[src/rtl/nvr_pkg.sv]
package nvr_pkg;
  // Outcome of resolving one instruction position
  typedef enum logic [1:0] {
    RES_NONE   = 2'd0,
    RES_NORMAL = 2'd1,
    RES_GATHER = 2'd2,
    RES_FAULT  = 2'd3
  } res_kind_e;
endpackage

[src/rtl/nvr_scan.sv]
// Backward search for the producing vector instruction of lane LANE.
module nvr_scan #(
  parameter int NI   = 4,
  parameter int LANE = 1,
  parameter int DW   = 2,
  localparam int IW  = (NI > 1) ? $clog2(NI) : 1
) (
  input  logic [NI-1:0] vec_i,
  input  logic [DW-1:0] dist_i,
  output logic          found_o,
  output logic [IW-1:0] idx_o,
  output logic          dist_zero_o
);
  logic [DW-1:0] remain;

  always_comb begin
    found_o = 1'b0;
    idx_o   = '0;
    remain  = dist_i;
    for (int j = NI - 1; j >= 0; j--) begin
      // only positions earlier than this lane take part
      if (j < LANE && vec_i[j] && !found_o && remain != '0) begin
        if (remain == DW'(1)) begin
          found_o = 1'b1;
          idx_o   = IW'(j);
        end
        remain = remain - DW'(1);
      end
    end
    dist_zero_o = (dist_i == '0);
  end
endmodule

[src/rtl/nvr_patch.sv]
// Computes the patched register and fault for one lane from its producer.
module nvr_patch #(
  parameter int RW = 5
) (
  input  logic               consumer_i,
  input  logic               found_i,
  input  logic               dist_zero_i,
  input  logic               prod_hasdst_i,
  input  logic               prod_gather_i,
  input  logic [RW-1:0]      prod_dst_i,
  input  logic               pair_sel_i,
  output nvr_pkg::res_kind_e kind_o,
  output logic [RW-1:0]      reg_o
);
  import nvr_pkg::*;

  always_comb begin
    if (!consumer_i) begin
      kind_o = RES_NONE;
    end else if (dist_zero_i || !found_i) begin
      kind_o = RES_FAULT;
    end else if (prod_hasdst_i) begin
      kind_o = RES_NORMAL;
    end else if (prod_gather_i) begin
      kind_o = RES_GATHER;
    end else begin
      kind_o = RES_FAULT;
    end

    unique case (kind_o)
      RES_NORMAL: reg_o = prod_dst_i ^ RW'(pair_sel_i);
      RES_GATHER: reg_o = RW'(pair_sel_i);
      default:    reg_o = '0;
    endcase
  end
endmodule

[src/rtl/vec_newval_resolver.sv]
module vec_newval_resolver #(
  parameter int NI  = 4,
  parameter int NFW = 3,
  parameter int RW  = 5,
  parameter int SW  = 2,
  localparam int LW = $clog2(NI + 1),
  localparam int IW = (NI > 1) ? $clog2(NI) : 1,
  localparam int DW = NFW - 1
) (
  input  logic             clk,
  input  logic             rst_n,
  input  logic             in_valid,
  output logic             in_ready,
  input  logic [LW-1:0]    in_len,
  input  logic [NI-1:0]    in_vec,
  input  logic [NI-1:0]    in_store,
  input  logic [NI-1:0]    in_new,
  input  logic [NI-1:0]    in_gather,
  input  logic [NI-1:0]    in_hasdst,
  input  logic [NI*NFW-1:0] in_nfld,
  input  logic [NI*RW-1:0] in_dst,
  input  logic [NI*SW-1:0] in_slot,
  output logic             out_valid,
  input  logic             out_ready,
  output logic [NI-1:0]    out_cons,
  output logic [NI*RW-1:0] out_reg,
  output logic [NI*SW-1:0] out_pslot,
  output logic [NI-1:0]    out_err,
  output logic             out_any_err
);
  import nvr_pkg::*;

  logic [NI-1:0]    nx_cons;
  logic [NI*RW-1:0] nx_reg;
  logic [NI*SW-1:0] nx_pslot;
  logic [NI-1:0]    nx_err;

  for (genvar g = 0; g < NI; g++) begin : g_lane
    logic          in_range, consumer, found, dzero;
    logic [IW-1:0] pidx;
    res_kind_e     kind;
    logic [RW-1:0] preg;

    assign in_range = (LW'(g) < in_len);
    assign consumer = in_range && in_vec[g] && in_store[g] && in_new[g];

    nvr_scan #(.NI(NI), .LANE(g), .DW(DW)) u_scan (
      .vec_i       (in_vec),
      .dist_i      (in_nfld[g*NFW+1 +: DW]),
      .found_o     (found),
      .idx_o       (pidx),
      .dist_zero_o (dzero)
    );

    nvr_patch #(.RW(RW)) u_patch (
      .consumer_i    (consumer),
      .found_i       (found),
      .dist_zero_i   (dzero),
      .prod_hasdst_i (in_hasdst[pidx]),
      .prod_gather_i (in_gather[pidx]),
      .prod_dst_i    (in_dst[int'(pidx)*RW +: RW]),
      .pair_sel_i    (in_nfld[g*NFW]),
      .kind_o        (kind),
      .reg_o         (preg)
    );

    assign nx_cons[g]             = consumer;
    assign nx_err[g]              = (kind == RES_FAULT);
    assign nx_reg[g*RW +: RW]     = preg;
    assign nx_pslot[g*SW +: SW]   = (kind == RES_NORMAL || kind == RES_GATHER)
                                    ? in_slot[int'(pidx)*SW +: SW] : '0;
  end

  assign in_ready = !out_valid || out_ready;

  always_ff @(posedge clk) begin
    if (!rst_n) begin
      out_valid   <= 1'b0;
      out_cons    <= '0;
      out_reg     <= '0;
      out_pslot   <= '0;
      out_err     <= '0;
      out_any_err <= 1'b0;
    end else if (in_ready) begin
      out_valid <= in_valid;
      if (in_valid) begin
        out_cons    <= nx_cons;
        out_reg     <= nx_reg;
        out_pslot   <= nx_pslot;
        out_err     <= nx_err;
        out_any_err <= |nx_err;
      end
    end
  end


  hold_under_stall_chk: assert property (@(posedge clk) disable iff (!rst_n)
    (out_valid && !out_ready) |=> (out_valid && $stable(out_reg) &&
      $stable(out_pslot) && $stable(out_err) && $stable(out_cons)));


  ready_only_blocked_chk: assert property (@(posedge clk) disable iff (!rst_n)
    !in_ready |-> (out_valid && !out_ready));


  err_needs_consumer_chk: assert property (@(posedge clk) disable iff (!rst_n)
    out_valid |-> ((out_err & ~out_cons) == '0));


  lane0_consumer_faults_chk: assert property (@(posedge clk) disable iff (!rst_n)
    (out_valid && out_cons[0]) |-> out_err[0]);


  err_zero_fields_chk: assert property (@(posedge clk) disable iff (!rst_n)
    (out_valid && out_err[NI-1]) |->
      (out_reg[(NI-1)*RW +: RW] == '0 && out_pslot[(NI-1)*SW +: SW] == '0));


  any_err_chk: assert property (@(posedge clk) disable iff (!rst_n)
    out_valid |-> (out_any_err == (out_err != '0)));
endmodule

[config.mk]
export PLATFORM = sky130hd
export DESIGN_NAME = vec_newval_resolver
export DESIGN_NICKNAME = d
export VERILOG_FILES = /design/src/rtl/nvr_pkg.sv /design/src/rtl/nvr_scan.sv /design/src/rtl/nvr_patch.sv /design/src/rtl/vec_newval_resolver.sv
export SDC_FILE = /design/constraint.sdc
export NUM_CORES = 1
export LEC_CHECK = 0
export BUFFER_PORTS_ARGS = -buffer_cell sky130_fd_sc_hd__buf_4
export CELL_PAD_IN_SITES_DETAIL_PLACEMENT = 0
export CELL_PAD_IN_SITES_GLOBAL_PLACEMENT = 1
export CORE_AREA = 2 2 84 86
export DETAILED_ROUTE_END_ITERATION = 8
export DIE_AREA = 0 0 86 88
export PLACE_DENSITY_LB_ADDON = 0.1
export SLEW_MARGIN = 5
export SYNTH_ARGS = -nofsm -noshare
export SYNTH_HDL_FRONTEND = slang
export SYNTH_SLANG_ARGS = --single-unit
[constraint.sdc]
create_clock -name clk -period 3.35 [get_ports clk]
set_input_delay 0.1675 -clock clk [delete_from_list [all_inputs] [get_ports clk]]
set_output_delay 0.1675 -clock clk [all_outputs]
set_load 0.05 [all_outputs]
[Word level (Yosys, flattened, before mapping)]
Index checks and enable logic that the tools add are counted.
W data, S select, Z words.
Storage, ports and cells
  register bits: 38
  latch bits: 0
  RAM bits: 0
  ROM bits: 0
  input port bits: 67
  output and inout bits: 39
  word-level logic and storage cells: 144
  memories kept: 0
Cells by class
  add/subtract/negate cells: 3
  $mul: 2
  div/mod/pow operators: 0
  magnitude comparators: 6
  eq/ne operators: 18
  shift operators: 4
  muxes and demuxes: 54
  bitwise gates (word level): 4
  reductions and logical operators: 47
Operators by type and width (count)
  $mux W2: 25
  $pmux W5 S2: 4
  $shiftx A20 B6 Y5: 2
  $logic_and A1 B1 Y1: 21
  $mux W1: 21
  $eq A2 B1 Y1 const B: 10
  $xor A5 B1 Y5: 4
  $eq A2 B2 Y1 const B: 8
  $shiftx A8 B4 Y2: 2
  $reduce_bool A2 Y1: 6
  $mul A2 B3 Y5 const B: 2
  $bmux W1 S2: 4
  $logic_or A1 B1 Y1: 8
  $logic_not A1 Y1: 7
  $logic_not A2 Y1: 3
  $lt A1 B3 Y1 const A: 2
  $lt A2 B3 Y1 const A: 2
  $lt A2 B3 Y1 const B: 2
  $sub A2 B1 Y2 const B: 3
  $reduce_or A4 Y1: 1
  $reduce_and A2 Y1: 1

[Longest topological paths before layout]
Gate-level depths: netlist of the first run.
  word-level depth: 20
  depth in mapped cells: 14

[Modules after synthesis]
Synthesis of the first run repeated with hierarchy kept, for this count alone.
Second synthesis, totals
  cell total of the unflattened synthesis: 328
  area total of the unflattened synthesis: 3185.6 um2
By module, submodules not included
  vec_newval_resolver: times used 1, cells each 219, area each 2388.5 um2
  nvr_patch: times used 4, cells each 17, area each 120.1 um2
  nvr_scan at g_lane[3].u_scan: times used 1, cells each 20, area each 165.2 um2
  nvr_scan at g_lane[2].u_scan: times used 1, cells each 11, area each 90.1 um2
  nvr_scan at g_lane[1].u_scan: times used 1, cells each 5, area each 31.3 um2
  nvr_scan at g_lane[0].u_scan: times used 1, cells each 5, area each 30.0 um2

[Worst setup path before layout of the first run]
OpenSTA, ideal clock, no wires.
  path type: input to register
  start: input port in_nfld[11]
  end: register out_reg[15]
  data arrival time: 2.990 ns
  required time: 3.290 ns
  setup slack: 0.300 ns
  stages on the path: 13
  cells stage by stage: inv_1 > ha_1 > and4bb_1 > a32oi_1 > buf_6 > mux2i_1 > o21ai_2 > o41ai_1 > ha_1 > nand3b_1 > or4_1 > mux2_1 > nand2_1
On the way
  word-level cells in the longest chain between the ends: 19
  elaborated cells on any way between the ends: 46
  classes of those cells: 2 x add/sub; 1 x mul; 5 x eq/ne; 1 x shift; 23 x mux; 1 x bitwise; 13 x reduce/logical
RTL lines
  start, declared: RTL line vec_newval_resolver.sv:20  | input logic [NI*NFW-1:0] in_nfld,
  branches (longest 18 deep; another with $mul A2 B3 Y5)
  $pmux W5 S2 (*): RTL line nvr_patch.sv:30  | unique case (kind_o)
  end signal, assigned: RTL line vec_newval_resolver.sv:88  | out_reg <= nx_reg;
  end, declared: RTL line vec_newval_resolver.sv:26  | output logic [NI*RW-1:0] out_reg,
Mark *: on every way between the ends. The select of a mux whose other input is x is not followed.
A chain may end at the register's enable or synchronous reset.

[Worst setup path after layout of the first run]
  start: input port in_nfld[10]
  end: register out_reg[15]
The elaborated chain is that of the path after synthesis.

==> results of run 1 <==
[cell usage in the layout, fill, tap and decap left out, drive strengths merged, types with 2 or more instances in the layout]
cell type  instances
clkbuf             7
o31ai              2
a22oi              2
ha                13
nor3b              3
nand4              2
a21o               4
mux2               2
a32o               6
nor3               8
dfxtp             30
nand3             11
nand3b             7
conb               7
and2               3
a31oi              3
o21ai             13
inv               12
nor2b              7
a21oi             21
buf               95
nor2              16
nand2             31
a32oi              2
mux2i             14
o41ai              3
[metrics by stage]
step / cell area (um2) / setup slack, ns / std cells / util
4_1_cts: 2820 / 0.320 / 421 / 0.424
3_3_place_gp: 2730 / 0.0789 / 413 / 0.411
2_1_floorplan: 2040 / 0.300 / 258 / -
6_report: 2820 / 0.317 / 421 / 0.424
3_5_place_dp: 2730 / 0.0405 / 413 / 0.411
5_1_grt: 2820 / 0.0296 / 421 / 0.424
[logic make-up after synthesis]
logic type,count (synthesis)
flops,30
xor+xnor,2
buf+inv,32
other cells,1
simple gates,95
compound gates,63
mux,16
fa+ha+maj,13
[per-layer routing]
layer / track usage / vias up / part of all wire
met5: 0 / - / 0
met2: 0.285 / 49 / 0.48
li1: - / 1066 / -
met4: 0.0476 / 0 / 0.0098
met1: 0.215 / 963 / 0.47
met3: 0.0396 / 8 / 0.048
[how the worst min path moves through the flow]
stage                                    end  cells past startpoint
floorplan           out_reg[15]$_SDFFE_PN0P_                      2
global placement    out_reg[15]$_SDFFE_PN0P_                      3
detailed placement  out_reg[15]$_SDFFE_PN0P_                      3
CTS                 out_reg[15]$_SDFFE_PN0P_                      3
global route        out_reg[15]$_SDFFE_PN0P_                      3
finish              out_reg[15]$_SDFFE_PN0P_                      3
[where the power goes]
part / switching [mW] / internal [mW]
registers: 0.00256 / 0.362
clock network: 0.135 / 0.165
logic: 0.130 / 0.0922
total: 0.267 / 0.619
[worst register-to-register path, cell delays in order, from the launching register on]
cell and delay [ns]:
sky130_fd_sc_hd__dfxtp_1 0.32, sky130_fd_sc_hd__nor2b_1 0.25, sky130_fd_sc_hd__inv_1 0.11, sky130_fd_sc_hd__nand2_1 0.50, sky130_fd_sc_hd__buf_4 0.36, sky130_fd_sc_hd__o21ai_0 0.13
sky130_fd_sc_hd__a32oi_1 0.15, sky130_fd_sc_hd__nand2_1 0.07
[area by class of cell]
type | count | area share
well taps | 80 | 0.0355
clock buffers | 7 | 0.0306
multi-input cells | 196 | 0.450
inverters | 12 | 0.0160
clock inverters | 1 | 0.00178
repair buffers | 95 | 0.253
flip-flops and latches | 30 | 0.213
==> impl_summary.log, run 1 <==
INFO  metric postSynth.topFlopCell = sky130_fd_sc_hd__dfxtp_1
INFO  metric final-max-slew-violation-count = 0
INFO  metric timing_hold_violations_final = 0
INFO  metric fp.dieArea = 0.00757 mm2
INFO  metric finalWeightedCongestion = 0.851
INFO  metric cts_hold_buf = 0
INFO  metric synth_simple_gate_area_frac = 0.237
INFO  metric power.density_cell_area = 314 mW/mm2
INFO  metric tightest_slew = 0.741 ns
INFO  metric worstSkewPairLatency = 0.28 ns
INFO  metric groute.usage.overall = 0.169
INFO  metric rsz_0062_raised_after_global_routing = no
INFO  metric routed_vias = 2,086
INFO  metric synthCells = 252
INFO  metric timing.critical_path.from = in_nfld[10]
INFO  metric multi_input_comb_area = 0.00127 mm2
INFO  metric synth-adder-area-share = 0.0808
INFO  metric dominant_combinational_cell_family_by_area_after_synthesis = simple AND/OR/NAND/NOR gates
INFO  metric required_time_at_the_endpoint_of_the_critical_path = 3.57 ns
INFO  metric cp.arrival = 3.26 ns
INFO  metric firstDrtPassIters = 4
INFO  metric die_y = 88 um
INFO  metric pin_count = 106
INFO  metric critical_path_buf_inv_count = 2
INFO  metric asyncSetResetFlopFracSynth = 0
INFO  metric die_width = 86 um
INFO  metric vdd_ir_drop_max = 174 uV
INFO  metric seqCellArea = 601 um2
INFO  metric worst_r2r_path_depth = 7
INFO  metric largest_reg_flops = 15
INFO  metric crit_chain = buf_4 -> inv_1 -> ha_1 -> and4bb_1 -> a32oi_1 -> mux2i_1 -> o21ai_2 -> o41ai_1 -> ha_1 -> nand3b_1 -> or4_1 -> mux2_1 -> nand2_1
INFO  metric path_clk_slew = 0.06 ns
INFO  metric final_nets = 420
INFO  metric worstHoldStart = in_nfld[9]
INFO  metric timing.critical_path.mode_cell = sky130_fd_sc_hd__ha_1
INFO  metric post_drt_via_cell_ratio = 4.95
INFO  metric synthesis.area_per_instance = 7.99 um2
INFO  metric cts.path.max_buffers = 2
INFO  metric global_route_wire_length_before_repair = 10.0 mm
INFO  metric worstSetupEndpointType = flip-flop
INFO  metric critPathLaunchType = primary input
INFO  metric coreArea = 0.00664 mm2
INFO  metric total_leakage_power = 1.35 nW
INFO  metric r2r_end = out_reg[15]$_SDFFE_PN0P_
INFO  metric fin_skew = 0.00634 ns
INFO  metric max_cap_viol_count = 0
INFO  metric cts.sinks = 30
INFO  metric worst-path-max-fanout = 9
INFO  metric hold_class = in2reg
INFO  metric dp_hpwl = 4.97 mm
INFO  metric drcViolationCount = 0
INFO  metric path_class = in2reg
INFO  metric h-tree-depth = 2
INFO  metric synth_compound_area_frac = 0.209
INFO  metric synth_top_area_frac = 0.298
INFO  metric synth.ff_latch_count = 30
INFO  metric post_synth_instance_area = 0.00201 mm2
INFO  metric worst_path_max_delay_cell = sky130_fd_sc_hd__or4_1
INFO  metric crit_family = simple AND/OR/NAND/NOR gates
INFO  metric total_setup_violations_reported_at_the_end_of_the_flow = 0
INFO  metric fmaxAchievable = 330 MHz
INFO  metric cts_made_buffers = 5
INFO  metric route.final.wire_length = 6.19 mm
INFO  metric reg2reg_setup_slack = 1.35 ns
INFO  metric pin_count_of_the_biggest_net_entering_global_routing = 22
INFO  metric core.rowCount = 30
INFO  metric holdWs = 0.162 ns
INFO  metric cts_setup_buffers = 0
INFO  metric globalRoute.totalOverflow = 0
INFO  metric final.fill_count = 727
INFO  metric yosys.cell_count.top_type = sky130_fd_sc_hd__nand2_1
INFO  metric yosys-top-cells-area = sky130_fd_sc_hd__dfxtp_1, sky130_fd_sc_hd__ha_1, sky130_fd_sc_hd__mux2i_1
INFO  metric period_needed = 3.03 ns
INFO  metric pnr_total_power = 0.886 mW
INFO  metric floorplan.initialDensity = 0.303
INFO  metric synth_enable_flop_cells = 0
INFO  metric antenna_cells = 0
INFO  metric run_status = finished clean
INFO  metric worst_setup_ep = out_reg[15]$_SDFFE_PN0P_
INFO  metric r2r-start = out_valid$_SDFFE_PN0N_
INFO  metric clock-root-buffer = sky130_fd_sc_hd__clkbuf_8
INFO  metric post_synth_most_frequent_cells = sky130_fd_sc_hd__nand2_1, sky130_fd_sc_hd__dfxtp_1, sky130_fd_sc_hd__a21oi_1
INFO  metric cts_tree = yes
INFO  metric antenna_found_initial = 0
INFO  metric route.detailed.wl_per_inst = 14.7 um
INFO  metric synth_seq_area_share = 0.298
INFO  metric synthToLayoutAreaGrowth = 40.0%
INFO  metric min_period_over_period = 0.905
INFO  metric tns = 0 ns
INFO  metric drt_iter0_drc = 52
INFO  metric antenna_violating_nets_post_route = 0
INFO  metric post_synth_mux_area_share = 0.0808
INFO  metric post_cts.resized_instances = 0
INFO  metric synth_largest_area_cell = sky130_fd_sc_hd__dfxtp_1
INFO  metric synth-warning-count = 0
INFO  metric io_buffer_count = 86
INFO  metric grt_pass1_vias = 2,074
INFO  metric timing.slew.headroom = 0.505
INFO  metric critical_path.max_stage_delay = 0.47 ns
INFO  metric synthXorXnorAreaFrac = 0.00870
INFO  metric critical_path_depth = 13
INFO  metric share_of_final_layout_standard_cells_stronger_than_drive_strength_1 = 0.305
INFO  metric ys_types = 47
Power figures use the tool's default switching activity.
==> run 2: changes to the inputs <==
--- a/config.mk
+++ b/config.mk
@@ -8,9 +8,9 @@
 export BUFFER_PORTS_ARGS = -buffer_cell sky130_fd_sc_hd__buf_4
 export CELL_PAD_IN_SITES_DETAIL_PLACEMENT = 0
 export CELL_PAD_IN_SITES_GLOBAL_PLACEMENT = 1
-export CORE_AREA = 2 2 84 86
+export CORE_AREA = 2 2 88 90
 export DETAILED_ROUTE_END_ITERATION = 8
-export DIE_AREA = 0 0 86 88
+export DIE_AREA = 0 0 90 92
 export PLACE_DENSITY_LB_ADDON = 0.1
 export SLEW_MARGIN = 5
 export SYNTH_ARGS = -nofsm -noshare
==> constraint.sdc (replaced) <==
create_clock -name clk -period 2.49 [get_ports clk]
set_input_delay 0.1245 -clock clk [delete_from_list [all_inputs] [get_ports clk]]
set_output_delay 0.1245 -clock clk [all_outputs]
set_load 0.05 [all_outputs]
==> run 2 against run 1 <==
  * The flow now finishes with violations (negative setup slack)
  * Sequential power is 35% higher
  * Non-clock buffer count is 17 higher
  * Worst hold slack worse by 0.026 ns
  * Register-to-register slack worse by 0.88 ns
  * Largest power group unchanged
  * Highest routed layer unchanged
==> impl_summary.log, run 2 (same netlist as run 1, synthesis figures left out) <==
INFO  metric clock-root-buffer = sky130_fd_sc_hd__clkbuf_8
INFO  metric period_needed = 2.57 ns
INFO  metric timing.slew.headroom = 0.517
INFO  metric worst-path-max-fanout = 5
INFO  metric largest_reg_flops = 15
INFO  metric die_y = 92 um
INFO  metric vdd_ir_drop_max = 186 uV
INFO  metric r2r-start = out_valid$_SDFFE_PN0N_
INFO  metric max_cap_viol_count = 0
INFO  metric place.detailed.instances = 448
INFO  metric cp.arrival = 2.79 ns
INFO  metric power.density_cell_area = 394 mW/mm2
INFO  metric core.rowCount = 32
INFO  metric fmaxAchievable = 389 MHz
INFO  metric path_clk_slew = 0.06 ns
INFO  metric final.fill_count = 816
INFO  metric timing_hold_violations_final = 0
INFO  metric fin_cells = 458
INFO  metric r2r_end = out_reg[15]$_SDFFE_PN0P_
INFO  metric drcViolationCount = 0
INFO  metric timing.critical_path.from = in_nfld[11]
INFO  metric grt_pass1_vias = 2,129
INFO  metric pin_count = 106
INFO  metric worst_r2r_path_depth = 7
INFO  metric route.final.wire_length = 6.53 mm
INFO  metric cts.sinks = 30
INFO  metric routed_vias = 2,166
INFO  metric critPathLaunchType = primary input
INFO  metric total_setup_violations_reported_at_the_end_of_the_flow = 1
INFO  metric antenna_found_initial = 0
INFO  metric final_nets = 437
INFO  metric global_route_wire_length_before_repair = 10.5 mm
INFO  metric mostFrequentLayoutCells = sky130_fd_sc_hd__buf_4, sky130_fd_sc_hd__nand2_1, sky130_fd_sc_hd__dfxtp_1
INFO  metric groute.usage.overall = 0.155
INFO  metric rsz_0062_raised_after_global_routing = yes
INFO  metric total_leakage_power = 1.44 nW
INFO  metric cts_hold_buf = 0
INFO  metric fin_skew = 0.00582 ns
INFO  metric fp.dieArea = 0.00828 mm2
INFO  metric post_drt_via_cell_ratio = 4.73
INFO  metric floorplan.initialDensity = 0.270
INFO  metric hold_path_depth = 3
INFO  metric path_class = in2reg
INFO  metric critical_path.max_stage_delay = 0.47 ns
INFO  metric die_width = 90 um
INFO  metric final-max-slew-violation-count = 0
INFO  metric h-tree-depth = 2
INFO  metric share_of_final_layout_standard_cells_stronger_than_drive_strength_1 = 0.388
INFO  metric worst_path_max_delay_cell = sky130_fd_sc_hd__or4_1
INFO  metric io_buffer_count = 86
INFO  metric antenna_violating_nets_post_route = 0
INFO  metric design_area = 0.00309 mm2
INFO  metric coreArea = 0.00745 mm2
INFO  metric firstDrtPassIters = 4
INFO  metric required_time_at_the_endpoint_of_the_critical_path = 2.71 ns
INFO  metric fin_ws = -0.0814 ns
INFO  metric worstSkewPairLatency = 0.28 ns
INFO  metric drt_iter0_drc = 78
INFO  metric worst_setup_ep = out_reg[15]$_SDFFE_PN0P_
INFO  metric cts.path.max_buffers = 2
INFO  metric globalRoute.totalOverflow = 0
INFO  metric placement.cell_area = 0.00288 mm2
INFO  metric route.detailed.wl_per_inst = 14.3 um
INFO  metric run_status = finished, violations left
INFO  metric cts_tree = yes
INFO  metric reg2reg_setup_slack = 0.47 ns
INFO  metric tightest_slew = 0.724 ns
INFO  metric cts_made_buffers = 5
INFO  metric layout_commonest_cell = sky130_fd_sc_hd__buf_4
INFO  metric crit_chain = buf_8 -> clkinvlp_4 -> buf_4 -> ha_4 -> and3b_2 -> nor3_2 -> a22o_1 -> a31oi_2 -> o41ai_2 -> ha_1 -> nand3b_1 -> or4_1 -> mux2_4 -> nand2_2
INFO  metric pin_count_of_the_biggest_net_entering_global_routing = 23
INFO  metric hold_class = in2reg
INFO  metric synthToLayoutAreaGrowth = 53.6%
INFO  metric antenna_cells = 0
INFO  metric dp_hpwl = 5.10 mm
INFO  metric min_period_over_period = 1.03
INFO  metric finalWeightedCongestion = 0.762
INFO  metric worstSetupEndpointType = flip-flop
INFO  metric failing_checks = negative setup slack
## run 2: layer usage
metal  wire (um)  part of all wire  vias to the layer above  track usage
li1            -                 -                     1100            -
met1        3010              0.46                     1012        0.203
met2        3160              0.48                       47        0.261
met3         293             0.045                        7       0.0353
met4          73             0.011                        0       0.0372
met5           0                 0                        -            0
## run 2: repair_timing
item,CTS,global route
buffers inserted,3,2
resized for setup,9,13
pin swaps,7,10
setup endpoints to repair,5,8
## run 2: critical path, delay by kind of cell
family	cells	cell delay [ns]
buffers and inverters	3	0.33
AOI/OAI and AO/OA	3	0.52
and+or+nand+nor	5	1.09
muxes	1	0.27
adders and majority gates	2	0.46
## run 2: where the power goes
group / switching [mW] / internal, mW / total (mW) / leakage (nW)
logic: 0.188 / 0.150 / 0.338 / 1.16
clock network: 0.175 / 0.213 / 0.388 / 0.0431
registers: 0.00353 / 0.487 / 0.490 / 0.242
## run 2: worst min path at each step
| stage | from | end | slack [ns] |
|---|---|---|---|
| after floorplan | in_nfld[9] | out_reg[15]$_SDFFE_PN0P_ | 0.27 |
| after global routing | in_nfld[9] | out_reg[15]$_SDFFE_PN0P_ | 0.14 |
| after detailed placement | in_nfld[9] | out_reg[15]$_SDFFE_PN0P_ | 0.40 |
| after global placement | in_nfld[9] | out_reg[15]$_SDFFE_PN0P_ | 0.41 |
| final | in_nfld[9] | out_reg[15]$_SDFFE_PN0P_ | 0.14 |
| after CTS | in_nfld[9] | out_reg[15]$_SDFFE_PN0P_ | 0.12 |
## run 2: cell type report
type,instances,area [um2],share of cell area
Clock buffer,6,82.6,0.0267
Multi-Input combinational cell,196,1380,0.446
Timing Repair Buffer,112,852,0.276
Sequential cell,30,601,0.194
Inverter,12,48.8,0.0158
Tap cell,102,128,0.0413
## run 2: metrics by stage
step	hold slack, ns	setup TNS [ns]	total power, mW	util	setup WS (ns)
4_1_cts	0.116	-0.122	1.22	0.405	-0.122
5_1_grt	0.142	-0.752	1.28	0.415	-0.262
3_3_place_gp	0.409	-2.21	0.821	0.386	-0.520
3_5_place_dp	0.402	-2.85	0.820	0.386	-0.592
6_report	0.137	-0.0814	1.22	0.415	-0.0814
2_1_floorplan	0.272	-0.972	0.683	-	-0.389
